--- src/rtl/gtf_pkg.sv ---
package gtf_pkg;
    localparam int TAG_BYTES_D = 16;
    localparam int SIZE_W_D    = 5;

    typedef enum logic [0:0] {
        S_IDLE = 1'b0,
        S_EMIT = 1'b1
    } gtf_state_e;
endpackage

--- src/rtl/gtf_size_decode.sv ---
module gtf_size_decode #(
    parameter int TAG_BYTES = 16,
    parameter int SIZE_W    = 5,
    parameter int SHORT_A   = 8,
    parameter int SHORT_B   = 12
) (
    input  logic [SIZE_W-1:0]    size_i,
    output logic [TAG_BYTES-1:0] keep_o
);
    localparam int LEN_W = $clog2(TAG_BYTES + 1);
    localparam logic [SIZE_W-1:0] CODE_A = SIZE_W'(SHORT_A);
    localparam logic [SIZE_W-1:0] CODE_B = SIZE_W'(SHORT_B);

    logic [LEN_W-1:0] eff_len;

    // Only the two short codes truncate; every other code selects the full tag.
    always_comb begin
        if (size_i == CODE_A)
            eff_len = LEN_W'(SHORT_A);
        else if (size_i == CODE_B)
            eff_len = LEN_W'(SHORT_B);
        else
            eff_len = LEN_W'(TAG_BYTES);
    end

    // Lane j covers bits [8j+7:8j]; lanes are ranked from the top (first sent).
    for (genvar j = 0; j < TAG_BYTES; j++) begin : g_lane
        localparam logic [LEN_W-1:0] RANK = LEN_W'(TAG_BYTES - j);
        assign keep_o[j] = (eff_len >= RANK);
    end
endmodule

--- src/rtl/gtf_tag_former.sv ---
module gtf_tag_former #(
    parameter int TAG_BYTES = 16
) (
    input  logic [TAG_BYTES*8-1:0] ghash_i,
    input  logic [TAG_BYTES*8-1:0] ctr0_enc_i,
    input  logic [TAG_BYTES-1:0]   keep_i,
    output logic [TAG_BYTES*8-1:0] tag_o
);
    for (genvar j = 0; j < TAG_BYTES; j++) begin : g_lane
        assign tag_o[8*j +: 8] = keep_i[j] ? (ghash_i[8*j +: 8] ^ ctr0_enc_i[8*j +: 8])
                                           : 8'h00;
    end
endmodule

--- src/rtl/gtf_compare.sv ---
module gtf_compare #(
    parameter int TAG_BYTES = 16
) (
    input  logic [TAG_BYTES*8-1:0] tag_i,
    input  logic [TAG_BYTES*8-1:0] rx_i,
    input  logic [TAG_BYTES-1:0]   keep_i,
    output logic                   mismatch_o
);
    logic [TAG_BYTES-1:0] lane_bad;

    for (genvar j = 0; j < TAG_BYTES; j++) begin : g_lane
        assign lane_bad[j] = keep_i[j] && (tag_i[8*j +: 8] != rx_i[8*j +: 8]);
    end

    assign mismatch_o = |lane_bad;
endmodule

--- src/rtl/gcm_tag_finish.sv ---
module gcm_tag_finish
    import gtf_pkg::*;
#(
    parameter int TAG_BYTES = TAG_BYTES_D,
    parameter int SIZE_W    = SIZE_W_D,
    parameter int SHORT_A   = 8,
    parameter int SHORT_B   = 12
) (
    input  logic                   clk,
    input  logic                   rst_n,
    input  logic                   start_i,
    input  logic                   inbound_i,
    input  logic [SIZE_W-1:0]      icv_size_i,
    input  logic [TAG_BYTES*8-1:0] ghash_i,
    input  logic [TAG_BYTES*8-1:0] ctr0_enc_i,
    input  logic [TAG_BYTES*8-1:0] rx_tag_i,
    output logic [TAG_BYTES*8-1:0] tag_o,
    output logic                   tag_valid_o,
    output logic                   auth_fail_o
);
    localparam int TAG_W = TAG_BYTES * 8;
    localparam int KEEP_A_BITS = (TAG_BYTES - SHORT_A) * 8;
    localparam int KEEP_B_BITS = (TAG_BYTES - SHORT_B) * 8;
    localparam logic [SIZE_W-1:0] CODE_A = SIZE_W'(SHORT_A);
    localparam logic [SIZE_W-1:0] CODE_B = SIZE_W'(SHORT_B);

    gtf_state_e state_q, state_d;

    logic [TAG_BYTES-1:0] keep;
    logic [TAG_W-1:0]     tag_d, tag_q;
    logic                 mismatch;
    logic                 fail_q;

    gtf_size_decode #(
        .TAG_BYTES(TAG_BYTES), .SIZE_W(SIZE_W),
        .SHORT_A(SHORT_A), .SHORT_B(SHORT_B)
    ) u_decode (
        .size_i (icv_size_i),
        .keep_o (keep)
    );

    gtf_tag_former #(.TAG_BYTES(TAG_BYTES)) u_former (
        .ghash_i    (ghash_i),
        .ctr0_enc_i (ctr0_enc_i),
        .keep_i     (keep),
        .tag_o      (tag_d)
    );

    gtf_compare #(.TAG_BYTES(TAG_BYTES)) u_cmp (
        .tag_i      (tag_d),
        .rx_i       (rx_tag_i),
        .keep_i     (keep),
        .mismatch_o (mismatch)
    );

    // Next-state selection: go, again, done, wait.
    always_comb begin
        state_d = state_q;
        unique case (state_q)
            S_IDLE: state_d = start_i ? S_EMIT : S_IDLE;
            S_EMIT: state_d = start_i ? S_EMIT : S_IDLE;
            default: state_d = S_IDLE;
        endcase
    end

    // State register.
    always_ff @(posedge clk or negedge rst_n) begin
        if (!rst_n)
            state_q <= S_IDLE;
        else
            state_q <= state_d;
    end

    // Result capture on the start edge; held otherwise.
    always_ff @(posedge clk or negedge rst_n) begin
        if (!rst_n) begin
            tag_q  <= '0;
            fail_q <= 1'b0;
        end else if (start_i) begin
            tag_q  <= tag_d;
            fail_q <= inbound_i && mismatch;
        end
    end

    // Outputs.
    always_comb begin
        tag_o       = tag_q;
        tag_valid_o = 1'b0;
        auth_fail_o = 1'b0;
        unique case (state_q)
            S_IDLE: ;
            S_EMIT: begin
                tag_valid_o = 1'b1;
                auth_fail_o = fail_q;
            end
            default: ;
        endcase
    end

    // Assertions
    p_valid_follows_start_r6: assert property (@(posedge clk) disable iff (!rst_n)
        start_i |=> tag_valid_o);
    p_valid_needs_start_r6: assert property (@(posedge clk) disable iff (!rst_n)
        !start_i |=> !tag_valid_o);
    p_fail_with_valid_r7: assert property (@(posedge clk) disable iff (!rst_n)
        auth_fail_o |-> tag_valid_o);
    p_no_fail_outbound_r9: assert property (@(posedge clk) disable iff (!rst_n)
        (start_i && !inbound_i) |=> !auth_fail_o);
    p_short_a_zero_r3: assert property (@(posedge clk) disable iff (!rst_n)
        (start_i && icv_size_i == CODE_A) |=> (tag_o[KEEP_A_BITS-1:0] == '0));
    p_short_b_zero_r4: assert property (@(posedge clk) disable iff (!rst_n)
        (start_i && icv_size_i == CODE_B) |=> (tag_o[KEEP_B_BITS-1:0] == '0));
    p_full_tag_r5: assert property (@(posedge clk) disable iff (!rst_n)
        (start_i && icv_size_i != CODE_A && icv_size_i != CODE_B)
            |=> (tag_o == $past(ghash_i ^ ctr0_enc_i)));
    p_hold_r10: assert property (@(posedge clk) disable iff (!rst_n)
        !start_i |=> $stable(tag_o));
endmodule

--- config.mk ---
export PLATFORM = sky130hd
export DESIGN_NAME = gcm_tag_finish
export DESIGN_NICKNAME = d
export VERILOG_FILES = /design/src/rtl/gtf_pkg.sv /design/src/rtl/gtf_size_decode.sv /design/src/rtl/gtf_tag_former.sv /design/src/rtl/gtf_compare.sv /design/src/rtl/gcm_tag_finish.sv
export SDC_FILE = /design/constraint.sdc
export NUM_CORES = 1
export LEC_CHECK = 0
export BUFFER_PORTS_ARGS = -buffer_cell sky130_fd_sc_hd__buf_4
export CAP_MARGIN = 15
export CORE_AREA = 2 2 205 207
export DETAILED_ROUTE_END_ITERATION = 7
export DIE_AREA = 0 0 207 209
export HOLD_SLACK_MARGIN = 0.08
export SLEW_MARGIN = 5
export SYNTH_ARGS = -nofsm -noshare
export SYNTH_HDL_FRONTEND = slang
export SYNTH_HIERARCHICAL = 1
export SYNTH_SLANG_ARGS = --single-unit
--- constraint.sdc ---
create_clock -name clk -period 1.05 [get_ports clk]
set_clock_uncertainty 0.15 [all_clocks]
set_input_delay 0.105 -clock clk [delete_from_list [all_inputs] [get_ports clk]]
set_output_delay 0.105 -clock clk [all_outputs]
set_load 0.02 [all_outputs]
==> flow_metrics.tcl, run 1 <==
set metrics [dict create \
    hp-class "primary input to async pin" \
    drt_iter0_drc 224 \
    cp.arrival_ns 2.53 \
    synth-seq-area-share_pct 39.0 \
    cp.required_ns 1.22 \
    first_pass_iters 4 \
    cts_buffers 17 \
    core_area_sq_um 41300 \
    synth_fa_ha_area_share_pct 0 \
    violations "hold timing, setup timing" \
    p_per_area_nw_per_um2 1340 \
    clk_pin_slew_worst_paths_ns 0.06 \
    critPathMaxFanout 6 \
    avgRoutedWirePerCell_um 18.3 \
    syn_to_final_growth_pct 86.5 \
    syn_area_sq_um 8330 \
    switching_share_pct 29.5 \
    wl_mm 35.5 \
    end_kind "register" \
    die_height_um 209 \
    ys_ff_latch 130 \
    synth-xor-area-share_pct 26.9 \
    synth.distinct_cells 17 \
    initial_utilization_pct 20.2 \
    intPower_w 0.0147 \
    nNetsFinal 1777 \
    finalWorstPathRequiredPeriod_ns 2.37 \
    synthMuxAreaShare_pct 17.3 \
    crit_path_start_kind "primary input" \
    clkPwrFrac_pct 32.6 \
    vias 7932 \
    fmax_mhz 423 \
    io_buffer_count 522 \
    p_leak_nw 7.49 \
    synth_cells 730 \
    seqPwrFrac_pct 29.8 \
    pre_cts_slack_ns -2.04 \
    reg2regPathDepth 3 \
    grt_use_total_pct 16.0 \
    r2r-end "tag_o[56]" \
    max_cap_violations 0 \
    outcome "finished, violations left" \
    peakVddDrop_v 0.00103 \
    dp_hpwl_mm 27.3 \
    final_cell_area_sq_um 15500 \
    yosys.area_share.simple_pct 12.9 \
    combPwrFrac_pct 37.6 \
    top_level_ports 523 \
    via_per_inst 4.10 \
    ys_warn_count 6 \
    grt_pass1_vias 8702 \
    cts_buffer_depth 2 \
    critPathLaunch "icv_size_i[0]" \
    crit_type "primary input to register" \
    post-route-drc-count 0 \
    cts_tree "done" \
    place_congestion 0.906 \
    ant_nets 0 \
    final_max_slew_viol_count 0 \
    setup_slack_ns -1.32 \
    tightest_slew_ns 0.551 \
    synth_top_family_by_area "XOR/XNOR gates" \
    slew_headroom_pct 62.9 \
    setup_viol 197 \
    multiInputGateArea_sq_um 5430 \
    nFillCells 4107 \
    placedInstanceArea_sq_um 13500 \
    grt-ovfl-total 0 \
    synth_compound_area_share_pct 1.02 \
    grt_pass1_wl_mm 52.1 \
    regArea_sq_um 3250 \
    power.switching_w 0.00613 \
    drive_above_1_share_pct 63.7 \
    r2r_slack_ns -0.11 \
    cts_root_buf "clkbuf_16" \
    layout_commonest_cell "buf_4" \
    antenna_found_initial 0 \
    fp.dieW_um 207 \
    die_area_sq_um 43300 \
    clock_sinks 130 \
    hold_ws_ns -0.0471 \
    grt_start_max_net_pins 40 \
    hold_viol_final 10 \
    grt_setup_unrepaired "true" \
    clkLatencyLatePin_ns 0.43 \
    rows 75 \
    syn_avg_cell_area_sq_um 11.4 \
    reg2reg_from "tag_o[56]" \
    cts_max_level 4 \
    period_share_pct 225 \
    final_cell_mix "486 x buf_4, 149 x buf_6, 130 x dfrtp_1" \
]
==> worst max-delay path by stage <==
stage          slack (ns)  depth (start not counted)     end
2_1_floorplan       -1.43                         10  fail_q
3_3_place_gp        -1.99                         10  fail_q
3_5_place_dp        -2.04                         10  fail_q
4_1_cts             -1.33                         10  fail_q
5_1_grt             -1.39                         10  fail_q
6_report            -1.32                         10  fail_q
==> power groups by stage <==
stage               sequential [W]  clock [W]  combinational [W]
finish                     0.00619    0.00679            0.00783
global route               0.00627    0.00728            0.00831
CTS                        0.00618    0.00704            0.00755
detailed placement         0.00614          0            0.00657
global placement           0.00613          0            0.00654
floorplan                  0.00692          0            0.00227
==> flip-flops by register name, summed over array words and instances, names as in the netlist <==
register  count
tag_o       128
fail_q        1
state_q       1
==> cell type report <==
class                   count  share of cell area [%]
repair buffers            646                    35.5
well taps                 539                    4.34
multi-input cells         588                    34.9
clock inverters            12                    1.32
clock buffers              19                    2.92
flip-flops and latches    130                    20.9
inverters                   1                  0.0242
diodes                      1                  0.0161
==> synth_stat cells <==
library cell	n	area, sq um
dfrtp_1	130	3250
and2_1	129	807
mux2_2	128	1440
xnor2_1	128	1120
xor2_1	128	1120
nand4_1	36	225
buf_4	14	105
buf_6	10	113
o21ai_0	9	45.0
o21ai_1	8	40.0
buf_2	3	15.0
or2_1	2	12.5
conb_1	1	3.75
inv_1	1	3.75
nand3_1	1	5.00
or4_1	1	7.51
or4b_4	1	13.8
==> layer usage <==
layer	routed length, um	part of all wire (%)	GRT usage, %
met5	0	0	0
met4	833	2.3	5.54
met3	2280	6.4	4.78
met2	18200	51	28.5
met1	14100	40	18.2
==> cell families after synthesis <==
kind of cell,count (synthesis)
xor gates and xnor gates,256
and+or+nand+nor,170
DFF,130
muxes,128
buffers and inverters,28
AOI/OAI and AO/OA,17
other,1
==> per-stage QoR <==
step           power [W]  hold slack [ns]  std cells  utilization, %  setup TNS (ns)
6_report          0.0208          -0.0471       1936            37.6          -39.01
5_1_grt           0.0219          -0.0638       1935            37.6          -45.28
4_1_cts           0.0208          -0.0760       1914            36.7          -44.35
3_5_place_dp      0.0127           -0.172       1852            32.6          -69.75
3_3_place_gp      0.0127           -0.170       1852            32.6          -68.36
2_1_floorplan    0.00920           -0.341        737               -          -37.22
==> critical path: stages <==
cell and delay (ns):
buf_12 0.12, or4b_4 0.60, and2_4 0.21, xnor2_2 0.13, nand4_1 0.23, o21ai_2 0.21
nand4_1 0.21, or4_4 0.59, nand3_2 0.07, o21ai_1 0.06
==> repair_timing <==
action | in CTS | in global routing
hold buffers | 3 | 1
cloned | 5 | 4
setup endpoints to repair | 195 | 197
hold endpoints to repair | 191 | 37
pin swaps | 12 | 23
buffers inserted | 23 | 20
resized for setup | 222 | 57
(Power assumes the default switching activity.)
==> run 2: changes to the inputs <==
- clock period: 1.05 -> 2.8 ns (I/O delays scaled with it)
==> run 2 against run 1 <==
Compared with the run above: the flow now finishes without violations; die area is the same; first-iteration DRC count shrank 5.4%; total power shrank 66%; critical path depth grew 1; global-route usage shrank 1.1 points; routed wire length shrank 7.6%; hold slack gained 0.24 ns; combinational power shrank 70%.
==> flow_metrics.tcl, run 2 (synthesized netlist as in run 1, its figures left out) <==
set metrics [dict create \
    placedInstanceArea_sq_um 13000 \
    first_pass_iters 6 \
    hold_viol_final 0 \
    place_congestion 0.893 \
    cts_buffers 17 \
    final_cell_mix "544 x buf_4, 130 x dfrtp_1, 129 x and2_1" \
    grt-ovfl-total 0 \
    fp.dieW_um 207 \
    critPathLaunch "icv_size_i[1]" \
    peakVddDrop_v 0.000385 \
    reg2reg_from "tag_o[58]" \
    nNetsFinal 1678 \
    clkPwrFrac_pct 34.7 \
    final_cell_area_sq_um 13700 \
    slew_headroom_pct 61.4 \
    via_per_inst 4.01 \
    power.switching_w 0.00216 \
    dp_hpwl_mm 26.2 \
    grt_start_max_net_pins 57 \
    crit_path_start_kind "primary input" \
    cts_buffer_depth 2 \
    rows 75 \
    clk_pin_slew_worst_paths_ns 0.07 \
    p_per_area_nw_per_um2 515 \
    fmax_mhz 367 \
    antenna_found_initial 2 \
    cts_max_level 4 \
    grt_use_total_pct 14.9 \
    pre_cts_slack_ns -0.507 \
    crit_type "primary input to register" \
    die_area_sq_um 43300 \
    cts_tree "done" \
    cp.required_ns 2.97 \
    final_max_slew_viol_count 0 \
    initial_utilization_pct 20.2 \
    clkLatencyLatePin_ns 0.43 \
    wl_mm 32.8 \
    core_area_sq_um 41300 \
    fin_setup_tns_ns 0 \
    layout_commonest_cell "buf_4" \
    drt_iter0_drc 212 \
    largest_reg_flops 128 \
    power_w 0.00705 \
    setup_slack_ns 0.0780 \
    intPower_w 0.00489 \
    cts_root_buf "clkbuf_16" \
    seqPwrFrac_pct 32.2 \
    top_level_ports 523 \
    die_height_um 209 \
    min-delay-start "start_i" \
    end_kind "register" \
    avgRoutedWirePerCell_um 17.8 \
    ant_nets 0 \
    setup_viol 0 \
    post-route-drc-count 0 \
    combPwrFrac_pct 33.1 \
    grt_pass1_wl_mm 48.5 \
    syn_to_final_growth_pct 64.3 \
    grt_pass1_vias 8181 \
    tightest_slew_ns 0.579 \
    drive_above_1_share_pct 55.4 \
    period_share_pct 97.2 \
    outcome "finished, final reports clean" \
    critPathMaxFanout 7 \
    hp-class "primary input to register" \
    p_leak_nw 6.37 \
    clock_sinks 130 \
    max_cap_violations 0 \
    post_cts.repair.setup_buffers 0 \
    vias 7364 \
    io_buffer_count 522 \
    finalWorstPathRequiredPeriod_ns 2.72 \
    cp.arrival_ns 2.89 \
    switching_share_pct 30.6 \
]
[run 2: changes by cell type in the layout (fill, tap and decap cells not counted), sizes merged]
cell         delta
or4b            -3
clkinv          +3
bufinv          -1
dlygate4sd3     -1
inv             -1
or2             -1
buf            -94
[run 2: layer usage]
| metal | wire [um] | vias to the layer above | global-route usage (%) |
|---|---|---|---|
| met5 | 0 | - | 0 |
| met4 | 636 | 0 | 4.88 |
| met3 | 2100 | 33 | 4.61 |
| met2 | 16800 | 305 | 26.2 |
| met1 | 13200 | 3462 | 17.2 |
| li1 | - | 3564 | - |
[run 2: worst paths after layout]
path	endpoint	slack, ns	cells after the start
worst min-delay path	tag_o[10]	0.19	2
worst max register to register	tag_o[58]	1.86	1
worst max-delay path	fail_q	0.08	11
max in group asynchronous	tag_o[17]	1.54	3
min in group asynchronous	tag_o[103]	0.27	2
worst min register to register	tag_o[101]	0.35	1
[run 2: repair_timing]
item	CTS	global route
pin swaps	2	6
hold buffers	2	0
setup endpoints to repair	1	1
hold endpoints to repair	53	0
gates resized for setup	2	7
gates cloned	2	3
[run 2: cell type report]
class                   instances  area, sq um
clock inverters                13          185
flip-flops and latches        130         3250
diodes                          1         2.50
multi-input cells             584         4940
well taps                     539          674
clock buffers                  19          443
repair buffers                551         4190
fillers                      4259        27600
inverters                       1         3.75
[run 2: power groups by stage]
stage	combinational, W	clock [W]	sequential (W)
floorplan	0.000822	0	0.00260
global placement	0.00232	0	0.00230
detailed placement	0.00234	0	0.00230
CTS	0.00235	0.00254	0.00227
global route	0.00250	0.00263	0.00231
finish	0.00233	0.00244	0.00227
[run 2: worst max-delay path, cell delays in order]
cell	delay, ns
buf_4	0.14
or4b_4	0.64
or2_4	0.33
and2_1	0.18
xnor2_1	0.15
nand4_1	0.17
o21ai_2	0.19
nand4_1	0.14
or4_1	0.48
nand3_1	0.09
o21ai_0	0.07
[run 2: per-stage QoR]
stage	util (%)	std cells	hold WS, ns
after floorplan	-	737	-0.166
after global placement	31.4	1798	0.157
after detailed placement	31.4	1798	0.162
after CTS	33.0	1834	0.183
after global routing	33.2	1838	0.197
final	33.2	1838	0.191
